===== config.mk =====
export PLATFORM = sky130hd
export DESIGN_NAME = bank_matrix_scan
export DESIGN_NICKNAME = d
export VERILOG_FILES = /design/src/rtl/bms_pkg.sv /design/src/rtl/bms_dwell_timer.sv /design/src/rtl/bms_bank_seq.sv /design/src/rtl/bms_row_store.sv /design/src/rtl/bank_matrix_scan.sv
export SDC_FILE = /design/constraint.sdc
export NUM_CORES = 1
export LEC_CHECK = 0
export ABC_AREA = 1
export BUFFER_PORTS_ARGS = -buffer_cell sky130_fd_sc_hd__buf_4
export CAP_MARGIN = 20
export CORE_MARGIN = 8
export CORE_UTILIZATION = 50
export DETAILED_ROUTE_END_ITERATION = 8
export PLACE_DENSITY = 0.76
export SYNTH_ARGS = -nofsm -noshare
export SYNTH_HDL_FRONTEND = slang
export SYNTH_HIERARCHICAL = 1
export SYNTH_SLANG_ARGS = --single-unit

===== constraint.sdc =====
create_clock -name clk -period 4.9 [get_ports clk]
set_input_delay 0.98 -clock clk [delete_from_list [all_inputs] [get_ports clk]]
set_output_delay 0.98 -clock clk [all_outputs]
set_load 0.02 [all_outputs]

===== src/rtl/bms_pkg.sv =====
package bms_pkg;

    typedef enum logic {
        PH_IDLE = 1'b0,
        PH_RUN  = 1'b1
    } scan_phase_e;

    // Limit a requested row count to the legal window.
    function automatic int clamp_rows(input int req, input int lo, input int hi);
        if (req < lo)      return lo;
        else if (req > hi) return hi;
        else               return req;
    endfunction

    function automatic int max2(input int a, input int b);
        return (a > b) ? a : b;
    endfunction

endpackage


===== src/rtl/bms_dwell_timer.sv =====
module bms_dwell_timer
    import bms_pkg::*;
#(
    parameter int NORM_TICKS = 20,
    parameter int FAST_TICKS = 10,
    localparam int CW = $clog2(max2(NORM_TICKS, FAST_TICKS) + 1)
) (
    input  logic clk,
    input  logic rst,
    input  logic running,
    input  logic fast,
    input  logic tick,
    output logic expire
);

    logic [CW-1:0] cnt_q;
    logic [CW-1:0] last_val;

    assign last_val = fast ? CW'(FAST_TICKS - 1) : CW'(NORM_TICKS - 1);
    assign expire   = running && tick && (cnt_q == last_val);

    always_ff @(posedge clk) begin
        if (rst || !running) begin
            cnt_q <= '0;
        end else if (tick) begin
            if (expire) cnt_q <= '0;
            else        cnt_q <= cnt_q + 1'b1;
        end
    end

endmodule


===== src/rtl/bms_bank_seq.sv =====
module bms_bank_seq
    import bms_pkg::*;
#(
    parameter int MAX_BANKS = 8,
    parameter int MIN_BANKS = 2,
    localparam int REQ_W = $clog2(MAX_BANKS + 1),
    localparam int IDX_W = (MAX_BANKS > 1) ? $clog2(MAX_BANKS) : 1
) (
    input  logic                 clk,
    input  logic                 rst,
    input  logic                 enable,
    input  logic [REQ_W-1:0]     req_rows,
    input  logic                 req_fast,
    input  logic                 step,
    output logic                 running,
    output logic                 fast_q,
    output logic [IDX_W-1:0]     bank_idx,
    output logic [MAX_BANKS-1:0] sel,
    output logic                 wr_en,
    output logic                 done
);

    scan_phase_e      phase_q;
    logic [IDX_W-1:0] bank_q;
    logic [IDX_W-1:0] top_q;
    logic             done_q;
    logic             fast_r;
    logic             at_top;

    assign running  = (phase_q == PH_RUN);
    assign at_top   = (bank_q == top_q);
    assign wr_en    = running && enable && step;
    assign bank_idx = bank_q;
    assign fast_q   = fast_r;
    assign done     = done_q;

    always_ff @(posedge clk) begin
        if (rst) begin
            phase_q <= PH_IDLE;
            bank_q  <= '0;
            top_q   <= '0;
            done_q  <= 1'b0;
            fast_r  <= 1'b0;
        end else if (!enable) begin
            phase_q <= PH_IDLE;
            bank_q  <= '0;
            done_q  <= 1'b0;
        end else if (phase_q == PH_IDLE) begin
            phase_q <= PH_RUN;
            bank_q  <= '0;
            top_q   <= IDX_W'(clamp_rows(int'(req_rows), MIN_BANKS, MAX_BANKS) - 1);
            fast_r  <= req_fast;
        end else if (step) begin
            if (at_top) begin
                bank_q <= '0;
                done_q <= 1'b1;
            end else begin
                bank_q <= bank_q + 1'b1;
            end
        end
    end

    for (genvar g = 0; g < MAX_BANKS; g++) begin : g_sel
        assign sel[g] = running && (bank_q == IDX_W'(g));
    end

endmodule


===== src/rtl/bms_row_store.sv =====
module bms_row_store #(
    parameter int LANES     = 8,
    parameter int MAX_BANKS = 8,
    localparam int IDX_W = (MAX_BANKS > 1) ? $clog2(MAX_BANKS) : 1
) (
    input  logic                       clk,
    input  logic                       rst,
    input  logic                       wr,
    input  logic [IDX_W-1:0]           wr_row,
    input  logic [LANES-1:0]           wr_data,
    output logic [MAX_BANKS*LANES-1:0] rows
);

    for (genvar r = 0; r < MAX_BANKS; r++) begin : g_row
        logic [LANES-1:0] row_q;
        always_ff @(posedge clk) begin
            if (rst)                                row_q <= '0;
            else if (wr && (wr_row == IDX_W'(r)))   row_q <= wr_data;
        end
        assign rows[r*LANES +: LANES] = row_q;
    end

endmodule


===== src/rtl/bank_matrix_scan.sv =====
module bank_matrix_scan
    import bms_pkg::*;
#(
    parameter int LANES      = 8,
    parameter int MAX_BANKS  = 8,
    parameter int NORM_TICKS = 20,
    parameter int FAST_TICKS = 10,
    localparam int REQ_W = $clog2(MAX_BANKS + 1),
    localparam int IDX_W = (MAX_BANKS > 1) ? $clog2(MAX_BANKS) : 1
) (
    input  logic                       clk,
    input  logic                       rst,
    input  logic                       scan_en,
    input  logic                       tick,
    input  logic                       fast_mode,
    input  logic [REQ_W-1:0]           row_count,
    input  logic [LANES-1:0]           in_bits,
    output logic [MAX_BANKS-1:0]       row_sel,
    output logic [MAX_BANKS*LANES-1:0] matrix,
    output logic                       scan_done
);

    logic             scan_run;
    logic             fast_lat;
    logic             dwell_end;
    logic             cap_wr;
    logic [IDX_W-1:0] cur_row;

    bms_dwell_timer #(
        .NORM_TICKS (NORM_TICKS),
        .FAST_TICKS (FAST_TICKS)
    ) u_timer (
        .clk     (clk),
        .rst     (rst),
        .running (scan_run),
        .fast    (fast_lat),
        .tick    (tick),
        .expire  (dwell_end)
    );

    bms_bank_seq #(
        .MAX_BANKS (MAX_BANKS),
        .MIN_BANKS (2)
    ) u_seq (
        .clk      (clk),
        .rst      (rst),
        .enable   (scan_en),
        .req_rows (row_count),
        .req_fast (fast_mode),
        .step     (dwell_end),
        .running  (scan_run),
        .fast_q   (fast_lat),
        .bank_idx (cur_row),
        .sel      (row_sel),
        .wr_en    (cap_wr),
        .done     (scan_done)
    );

    bms_row_store #(
        .LANES     (LANES),
        .MAX_BANKS (MAX_BANKS)
    ) u_store (
        .clk     (clk),
        .rst     (rst),
        .wr      (cap_wr),
        .wr_row  (cur_row),
        .wr_data (in_bits),
        .rows    (matrix)
    );

endmodule


==> results of run 1 <==
-- registers in the layout, summed over array words and instances (netlist names) --
signal	cells
u_seq/bank_idx	3
u_seq/done	1
u_timer/cnt_q	5
u_seq/fast_q	1
u_seq/running	1
u_seq/top_q	3
u_store/g_row.row_q	64
-- critical path, stage by stage --
cell	delay, ns
buf_4	0.11
nand2_1	0.07
nor2_1	0.10
nand3_1	0.10
inv_1	0.15
nand2_1	0.11
nor2_1	0.18
nand2_1	0.19
inv_1	0.56
nand3_1	0.14
nand2_1	0.11
nor2_1	0.06
-- worst max path at each step --
| stage | startpoint | endpoint | slack (ns) | depth (start not counted) |
|---|---|---|---|---|
| finish | tick | u_store/g_row[4].row_q[6] | 2.28 | 12 |
| global route | tick | u_store/g_row[6].row_q[2] | 2.01 | 12 |
| CTS | tick | u_store/g_row[0].row_q[6] | 2.05 | 12 |
| detailed placement | tick | u_store/g_row[3].row_q[6] | 1.75 | 12 |
| global placement | tick | u_store/g_row[1].row_q[2] | 1.81 | 12 |
| floorplan | tick | u_store/g_row[5].row_q[0] | 2.54 | 12 |
-- per-stage QoR --
step           hold slack, ns  setup WS, ns   util
2_1_floorplan           0.461          2.54      -
3_3_place_gp            0.449          1.81  0.615
3_5_place_dp            0.454          1.75  0.615
4_1_cts                 0.465          2.05  0.643
5_1_grt                 0.497          2.01  0.645
6_report                0.463          2.28  0.645
-- cell type report --
type                       count  area (um2)  share of cell area
tap                           80         100              0.0231
multi-input combinational    362        1630               0.376
sequential                    78        1560               0.360
clock inverter                 4        28.8             0.00664
clock buffer                  12         165              0.0381
timing repair buffer          90         679               0.157
inverter                      45         169              0.0390
-- cells in the mapped netlist (all sizes together) --
cell type,n,share of area
xnor2,2,0.0051
mux2i,1,0.0029
nor2,162,0.19
dfxtp,78,0.45
nand4,2,0.0036
nand3,59,0.087
nand2,111,0.12
o21ai,6,0.0087
buf,16,0.025
a21oi,8,0.013
inv,45,0.049
ha,8,0.029
xor2,3,0.0076
-- kinds of logic after synthesis --
group | share of synthesized area
xor gates and xnor gates | 0.0127
DFF | 0.453
buffers and inverters | 0.0741
AOI/OAI and AO/OA | 0.0214
and+or+nand+nor | 0.406
muxes | 0.00291
adders and majority gates | 0.0291
-- report_power, final --
| part | internal, mW | switching (mW) |
|---|---|---|
| Clock | 0.227 | 0.232 |
| Sequential | 0.636 | 0.00338 |
| Combinational | 0.0235 | 0.0426 |
-- per-layer routing --
layer,up-vias,part of all wire,wire length [um]
met3,11,0.067,611
met1,1524,0.44,3990
li1,1712,-,-
met5,-,0,0
met4,0,0.012,110
met2,105,0.48,4400
==> results.txt, run 1 <==
# IOs: 90
clk sinks: 78
Setup Fix Bufs, Post-CTS: 0
Starting Density: 0.513
Slew @ Worst Pin: 1.02 ns
share of cells above drive strength 1: 0.215
yosys warns: 6
CTS clk-pin slew, worst paths: 0.08 ns
Final setup viols: 0
Rows: 30
Distinct cells, synth: 23
area delta synth->final: 25.8%
CP max FO: 24
Final Max Slew Viols: 0
clock buffer depth: 2
Cell Area, Synth: 0.00344 mm2
dpl hpwl: 6.45 mm
MaxCap Viol Count: 0
Worst Skew: 0.00797 ns
Avg WL per Cell: 13.6 um
Mapped Avg Cell Area: 6.88 um2
initial antenna violation count: 0
Die ar.: 0.00980 mm2
Syn Nets: 526
post-synthesis register bit count: 78
reg2reg end: u_store/g_row[4].row_q[6]
WP data arrival: 2.86 ns
Period minus WS final: 2.62 ns
Final ANT Viol Nets: 0
fillcell total: 625
hold depth: 2
worst hold path class: flop to flop
TritonCTS clock tree: built
nets@finish: 611
Post-Layout Cell Count: 671
total CTS buffers: 9
met2 Use GR: 0.306
1st-iter DRT viols: 243
routed via count: 3352
first-pass GRT wire length: 15.3 mm
routing usage on met1: 0.239
First-pass DRT Iterations: 5
worst vdd ir: 0.144 mV
Worst R2R Start: u_seq/running
setup TNS: 0 ns
outcome: finished clean
DRC: 0
number of gates resized after cts: 0
GP Congestion: 0.846
DP Cell Count: 654
fin crit share: 0.535
Leak: 2.02 nW
relative slew slack: 0.317
largest net degree at the start of global routing: 65
GR Util met3: 0.0472
grt ovf: 0
core area: 0.00672 mm2
fmax: 381 MHz
Required @ worst endpoint: 5.14 ns
R2R Setup Slk: 2.46 ns
Hold Startpoint: u_seq/done
register area share after synthesis: 0.453
Area after DPL: 0.00413 mm2
Design Power: 1.16 mW
Setup CP Type: input pin to flop
Post-Syn Instances: 501
I/O Buffers: 89
crit end category: flop
total track usage: 0.191
commonest non-fill, non-tap cell in the layout: nor2_1
Die H: 99 um
R2R depth: 11
Power Density: 269 mW/mm2
vias in the first global route: 3119
final wirelength: 9.11 mm
DIE WIDTH: 99 um
Fin. Hold Viols: 0
WHS Endpoint: u_seq/done
Via density: 5.00
CTS Hold Bufs: 0
fin area: 0.00433 mm2
CTS H-Tree Depth: 3
RSZ-0062 raised after global routing: false
worst-skew pair later-pin latency: 0.34 ns
GR peak layer: met2
# diodes: 0
commonest cells after routing, fill and taps aside: nor2_1 (152), nand2_1 (107), buf_4 (89)
Setup crit start kind: input pin
clk root buf: clkbuf_8
Power figures use the tool's default switching activity.
==> inputs of run 2 (changes only) <==
--- a/config.mk
+++ b/config.mk
@@ -5,7 +5,7 @@
 export SDC_FILE = /design/constraint.sdc
 export NUM_CORES = 1
 export LEC_CHECK = 0
-export ABC_AREA = 1
+export ABC_AREA = 0
 export BUFFER_PORTS_ARGS = -buffer_cell sky130_fd_sc_hd__buf_4
 export CAP_MARGIN = 20
 export CORE_MARGIN = 8
==> constraint.sdc (replaced) <==
create_clock -name clk -period 2.5 [get_ports clk]
set_input_delay 0.5 -clock clk [delete_from_list [all_inputs] [get_ports clk]]
set_output_delay 0.5 -clock clk [all_outputs]
set_load 0.02 [all_outputs]
==> run 2 against run 1 <==
  * Clock-buffer cell count down 2
  * Area after synthesis decreased by 0.18%
  * Setup slack got worse by 2.0 ns
  * Wire length is 11% lower
  * Combinational power rose by 76%
  * Critical path depth fell by 8
  * Cell area rose by 0.29%
  * Power rose by 110%
  * Final cell count decreased by 27%
  * Largest power group unchanged
  * Highest routed layer unchanged
==> results.txt, run 2 <==
Post-Layout Cell Count: 487 (was 671)
grt ovf: 0 (unchanged)
register area share after synthesis: 0.454 (was 0.453)
CTS Hold Bufs: 0 (unchanged)
yosys warns: 6 (unchanged)
outcome: finished clean (unchanged)
GP Congestion: 0.776 (was 0.846)
CTS H-Tree Depth: 3 (unchanged)
Post-Syn Instances: 323 (was 501)
vias in the first global route: 2600 (was 3119)
number of gates resized after cts: 0 (unchanged)
Starting Density: 0.512 (was 0.513)
WP data arrival: 1.74 ns (was 2.86 ns)
Regs by FF count: u_store/g_row.row_q: 64 flops, u_timer/cnt_q: 5 flops (unchanged)
switching part of the total: 0.223 (was 0.239)
Syn Nets: 348 (was 526)
Area contributors post-synth: dfxtp_1 (45%), mux2i_1 (19%), nand2b_1 (13%) (was dfxtp_1 (45%), nor2_1 (17%), nand2_1 (12%))
Required @ worst endpoint: 2.00 ns (was 5.14 ns)
fin util: 0.647 (was 0.645)
Gate power share: 0.047 (was 0.057)
nets@finish: 427 (was 611)
fmax: 446 MHz
total track usage: 0.170 (was 0.191)
Final Max Slew Viols: 0 (unchanged)
Rows: 30 (unchanged)
register with the most flip-flops: u_store/g_row.row_q (unchanged)
1st-iter DRT viols: 95 (was 243)
Synth Flop Type: dfxtp_1 (unchanged)
Distinct cells, synth: 38 (was 23)
I/O Buffers: 89 (unchanged)
largest net degree at the start of global routing: 56 (was 65)
Leak: 2.16 nW (was 2.02 nW)
fillcell total: 585 (was 625)
Worst Skew: 0.0136 ns (was 0.00797 ns)
# diodes: 0 (unchanged)
Final setup viols: 0 (unchanged)
ys async rst share: 0 (unchanged)
Die ar.: 0.00979 mm2 (was 0.00980 mm2)
dpl hpwl: 5.73 mm (was 6.45 mm)
DIE WIDTH: 98.9 um (was 99 um)
Cell Area, Synth: 0.00344 mm2 (about the same)
worst hold path class: input pin to flop (was flop to flop)
post-synthesis register bit count: 78 (unchanged)
Period minus WS final: 2.24 ns
area delta synth->final: 26.4% (was 25.8%)
clock buffer depth: 2 (unchanged)
commonest cells after routing, fill and taps aside: buf_4 (97), dfxtp_1 (78), nand2b_1 (74) (was nor2_1 (152), nand2_1 (107), buf_4 (89))
Fin. Hold Viols: 0 (unchanged)
worst vdd ir: 0.321 mV (was 0.144 mV)
first-pass GRT wire length: 13.3 mm (was 15.3 mm)
clk sinks: 78 (unchanged)
Mapped Avg Cell Area: 10.6 um2 (was 6.88 um2)
RSZ-0062 raised after global routing: false (unchanged)
routed via count: 2500 (was 3352)
Int Pwr: 1.90 mW (was 0.887 mW)
First-pass DRT Iterations: 4 (was 5)
fin crit share: 0.897
Power Density: 562 mW/mm2 (was 269 mW/mm2)
# IOs: 90 (unchanged)
total CTS buffers: 9 (unchanged)
Via density: 5.13 (was 5.00)
Die H: 98.9 um (was 99 um)
CP max FO: 15 (was 24)
Avg WL per Cell: 16.6 um (was 13.6 um)
core area: 0.00672 mm2 (unchanged)
Yosys top cell by area: dfxtp_1 (unchanged)
Largest register FFs: 64 (unchanged)
switching power of the nets: 0.544 mW (was 0.278 mW)
Seq pwr share: 0.513 (was 0.550)
relative slew slack: 0.637 (was 0.317)
worst-skew pair later-pin latency: 0.35 ns (was 0.34 ns)
Setup crit start kind: flop (was input pin)
Final ANT Viol Nets: 0 (unchanged)
crit end category: primary output (was flop)
commonest non-fill, non-tap cell in the layout: buf_4 (was nor2_1)
DRC: 0 (unchanged)
top-count cell post-synth: dfxtp_1 (was nor2_1)
setup TNS: 0 ns (unchanged)
Clock Power Share: 0.440 (was 0.394)
Setup CP Type: flop to primary output (was input pin to flop)
top cell type's share of synthesized area: 0.454 (was 0.453)
DP Cell Count: 471 (was 654)
number of synthesized flops with an enable pin: 0 (unchanged)
CTS clk-pin slew, worst paths: 0.07 ns (was 0.08 ns)
CP max-delay cell: dfxtp_1 (was inv_1)
Slew @ Worst Pin: 0.544 ns (was 1.02 ns)
CP top delay family: flip-flops (was simple AND/OR/NAND/NOR gates)
share of cells above drive strength 1: 0.292 (was 0.215)
Setup Fix Bufs, Post-CTS: 0 (unchanged)
R2R Setup Slk: 0.41 ns (was 2.46 ns)
initial antenna violation count: 0 (unchanged)
CP peak stage delay: 0.66 ns (was 0.56 ns)
critical-path cell list: inv_1 -> ha_1 -> and3_1 -> buf_4 (was buf_4 -> nand2_1 -> nor2_1 -> nand3_1 -> inv_1 -> nand2_1 -> nor2_1 -> nand2_1 -> inv_1 -> nand3_1 -> nand2_1 -> nor2_1)
final wirelength: 8.06 mm (was 9.11 mm)
TritonCTS clock tree: built (unchanged)
clk root buf: clkbuf_8 (unchanged)
MaxCap Viol Count: 0 (unchanged)
top post-synthesis cells by count: dfxtp_1 (78), nand2b_1 (74), mux2i_1 (66) (was nor2_1 (153), nand2_1 (107), dfxtp_1 (78))
CP bufs+invs: 2 (was 3)
run 2: cell count changes after synthesis, moves of 6 or more:
cell      change
nand2_1     -105
inv_1        -35
nand3_1      -58
nor2_1      -148
clkbuf_1     +11
nand2b_1     +74
mux2i_1      +65
a21oi_1       -7
nor2_4        -6
run 2: layout make-up:
| class | instances | area [um2] | share of cell area |
|---|---|---|---|
| flip-flops and latches | 78 | 1560 | 0.359 |
| repair buffers | 97 | 728 | 0.168 |
| multi-input cells | 211 | 1710 | 0.393 |
| clock inverters | 6 | 92.6 | 0.0213 |
| clock buffers | 10 | 138 | 0.0317 |
| well taps | 80 | 100 | 0.0230 |
| inverters | 5 | 18.8 | 0.00432 |
run 2: final timing paths:
path,depth (start not counted),from,endpoint
max,4,u_seq/bank_idx[0],row_sel[4]
min,3,fast_mode,u_seq/fast_q
max reg2reg,5,u_timer/cnt_q[3],u_store/g_row[1].row_q[0]
min reg2reg,2,u_store/g_row[4].row_q[2],u_store/g_row[4].row_q[2]
run 2: stage by stage:
step | setup slack [ns] | power (mW) | area, um2 | hold WS, ns
after global routing | 0.134 | 2.52 | 4350 | 0.383
after CTS | 0.236 | 2.46 | 4350 | 0.393
after floorplan | 0.231 | 1.35 | 3440 | 0.475
final | 0.258 | 2.44 | 4350 | 0.407
after global placement | 0.289 | 1.40 | 4120 | 0.459
after detailed placement | 0.254 | 1.40 | 4120 | 0.463
run 2: logic make-up after synthesis:
group / after synthesis / share of synthesized area
buf+inv: 34 / 0.0491
fa+ha+maj: 8 / 0.0291
simple gates: 119 / 0.231
compound gates: 11 / 0.0266
flops: 78 / 0.454
xor+xnor: 7 / 0.0178
mux: 66 / 0.192
run 2: power by group through the flow:
| stage | registers (mW) | clock network (mW) | logic [mW] |
|---|---|---|---|
| after global placement | 1.28 | 0 | 0.115 |
| final | 1.25 | 1.07 | 0.116 |
| after detailed placement | 1.28 | 0 | 0.116 |
| after floorplan | 1.28 | 0 | 0.0737 |
| after CTS | 1.25 | 1.10 | 0.116 |
| after global routing | 1.25 | 1.14 | 0.127 |
run 2: worst min-delay path, delay by kind of cell:
kind,cells,cell delay (ns)
simple gates,1,0.08
buf+inv,1,0.08
mux,1,0.05
run 2: metal layers:
metal / track usage / up-vias / share of wire
met4: 0.0697 / 0 / 0.016
met1: 0.211 / 1174 / 0.47
met5: 0 / - / 0
met3: 0.0557 / 9 / 0.063
met2: 0.262 / 65 / 0.45
li1: - / 1252 / -
==> inputs of run 3 (changes only) <==
--- a/config.mk
+++ b/config.mk
@@ -12,7 +12,9 @@
 export CORE_UTILIZATION = 50
 export DETAILED_ROUTE_END_ITERATION = 8
 export PLACE_DENSITY = 0.76
+export RECOVER_POWER = 50
 export SYNTH_ARGS = -nofsm -noshare
 export SYNTH_HDL_FRONTEND = slang
 export SYNTH_HIERARCHICAL = 1
 export SYNTH_SLANG_ARGS = --single-unit
+export TNS_END_PERCENT = 5
==> run 3 against run 2 <==
  * Combinational power hardly changed
  * Sequential power hardly changed
  * Register-to-register slack worse by 0.02 ns
  * Clock-buffer cell count stayed put
  * Non-clock buffer count stayed put
  * Critical path depth stayed put
  * Cell area is 6.1% lower
  * Clock skew hardly changed
  * Critical path type unchanged
  * Largest cell class unchanged
==> results.txt, run 3 (synthesis results as in run 2) <==
Final ANT Viol Nets: 0 (unchanged)
Required @ worst endpoint: 2.00 ns (about the same)
Setup CP Type: flop to primary output (unchanged)
Area after DPL: 0.00412 mm2 (unchanged)
Seq pwr share: 0.513 (about the same)
CTS H-Tree Depth: 3 (unchanged)
share of cells above drive strength 1: 0.120 (was 0.292)
fin crit share: 0.896 (was 0.897)
Place WS: 0.254 ns (unchanged)
DRC: 0 (unchanged)
largest net degree at the start of global routing: 56 (unchanged)
Power Density: 598 mW/mm2 (was 562 mW/mm2)
fmax: 446 MHz (about the same)
Fin. Hold Viols: 0 (unchanged)
routed via count: 2519 (was 2500)
final wirelength: 8.12 mm (was 8.06 mm)
Starting Density: 0.512 (unchanged)
GP Congestion: 0.776 (unchanged)
routing usage on met1: 0.211 (unchanged)
total track usage: 0.170 (unchanged)
First-pass DRT Iterations: 4 (unchanged)
Avg WL per Cell: 16.7 um (was 16.6 um)
worst-skew pair later-pin latency: 0.35 ns (about the same)
nets@finish: 427 (unchanged)
MaxCap Viol Count: 0 (unchanged)
first-pass GRT wire length: 13.3 mm (unchanged)
I/O Buffers: 89 (unchanged)
Gate power share: 0.047 (about the same)
CP max FO: 15 (unchanged)
Final setup viols: 0 (unchanged)
worst hold path class: input pin to flop (unchanged)
# diodes: 0 (unchanged)
Rows: 30 (unchanged)
Worst Skew: 0.0135 ns (was 0.0136 ns)
# IOs: 90 (unchanged)
number of gates resized after cts: 0 (unchanged)
Int Pwr: 1.90 mW (about the same)
outcome: finished clean (unchanged)
Largest register FFs: 64 (unchanged)
Slew @ Worst Pin: 0.808 ns (was 0.544 ns)
commonest non-fill, non-tap cell in the layout: dfxtp_1 (was buf_4)
setup ws final: 0.260 ns (was 0.258 ns)
CTS Hold Bufs: 0 (unchanged)
relative slew slack: 0.462 (was 0.637)
vias in the first global route: 2600 (unchanged)
CTS clk-pin slew, worst paths: 0.07 ns (about the same)
Die H: 98.9 um (unchanged)
Leak: 1.87 nW (was 2.16 nW)
clock buffer depth: 2 (unchanged)
Setup crit start kind: flop (unchanged)
1st-iter DRT viols: 93 (was 95)
switching power of the nets: 0.543 mW (was 0.544 mW)
dpl hpwl: 5.73 mm (unchanged)
fillcell total: 627 (was 585)
area delta synth->final: 18.7% (was 26.4%)
clk root buf: clkbuf_8 (unchanged)
fin area: 0.00408 mm2 (was 0.00435 mm2)
Clock Power Share: 0.440 (about the same)
clk sinks: 78 (unchanged)
met2 Use GR: 0.262 (unchanged)
TritonCTS clock tree: built (unchanged)
core area: 0.00672 mm2 (unchanged)
worst vdd ir: 0.324 mV (was 0.321 mV)
RSZ-0062 raised after global routing: false (unchanged)
switching part of the total: 0.223 (about the same)
Regs by FF count: u_store/g_row.row_q: 64 flops, u_timer/cnt_q: 5 flops (unchanged)
GR Util met3: 0.0557 (unchanged)
hold_ws: 0.407 ns (about the same)
GR peak layer: met2 (unchanged)
commonest cells after routing, fill and taps aside: dfxtp_1 (78), nand2b_1 (74), clkbuf_1 (67) (was buf_4 (97), dfxtp_1 (78), nand2b_1 (74))
total CTS buffers: 9 (unchanged)
WP data arrival: 1.74 ns (about the same)
Final Max Slew Viols: 0 (unchanged)
Die ar.: 0.00979 mm2 (unchanged)
initial antenna violation count: 0 (unchanged)
grt ovf: 0 (unchanged)
Setup Fix Bufs, Post-CTS: 0 (unchanged)
setup TNS: 0 ns (unchanged)
DIE WIDTH: 98.9 um (unchanged)
Period minus WS final: 2.24 ns (about the same)
Via density: 5.17 (was 5.13)
register with the most flip-flops: u_store/g_row.row_q (unchanged)
crit end category: primary output (unchanged)
[run 3: area by class of cell]
cell class | instances | area (um2) | share of cell area
clock buffer | 10 | 138 | 0.0337
clock inverter | 6 | 92.6 | 0.0227
inverter | 5 | 18.8 | 0.00460
multi-input combinational | 211 | 1690 | 0.415
sequential | 78 | 1560 | 0.383
tap | 80 | 100 | 0.0245
timing repair buffer | 97 | 477 | 0.117
[run 3: metal layers]
metal  wire length (um)  vias up
met2               3630       74
met1               3860     1189
met5                  0        -
li1                   -     1247
met3                489        9
met4                132        0
[run 3: power by group through the flow]
stage                     Combinational (mW)  Sequential, mW  Clock, mW
after floorplan                       0.0737            1.28          0
after global placement                 0.115            1.28          0
after detailed placement               0.116            1.28          0
after CTS                              0.116            1.25       1.10
after global routing                   0.126            1.25       1.14
final                                  0.114            1.25       1.07
[run 3: metrics by stage]
| step | utilization | cells | total power [mW] |
|---|---|---|---|
| 5_1_grt | 0.607 | 487 | 2.52 |
| 3_3_place_gp | 0.613 | 471 | 1.40 |
| 4_1_cts | 0.647 | 487 | 2.46 |
| 6_report | 0.607 | 487 | 2.44 |
| 2_1_floorplan | - | 323 | 1.35 |
| 3_5_place_dp | 0.613 | 471 | 1.40 |
[run 3: worst paths after layout]
check	start	to	slack, ns	depth (start not counted)
max	u_seq/bank_idx[0]	row_sel[4]	0.26	4
min	fast_mode	u_seq/fast_q	0.41	3
max reg2reg	u_seq/running	u_store/g_row[1].row_q[0]	0.39	4
min reg2reg	u_store/g_row[4].row_q[6]	u_store/g_row[4].row_q[6]	0.48	2
[run 3: worst max-delay path, cell delays in order (launching register included)]
cell     delay [ns]
dfxtp_1        0.66
inv_1          0.17
ha_1           0.24
and3_1         0.17
buf_4          0.15
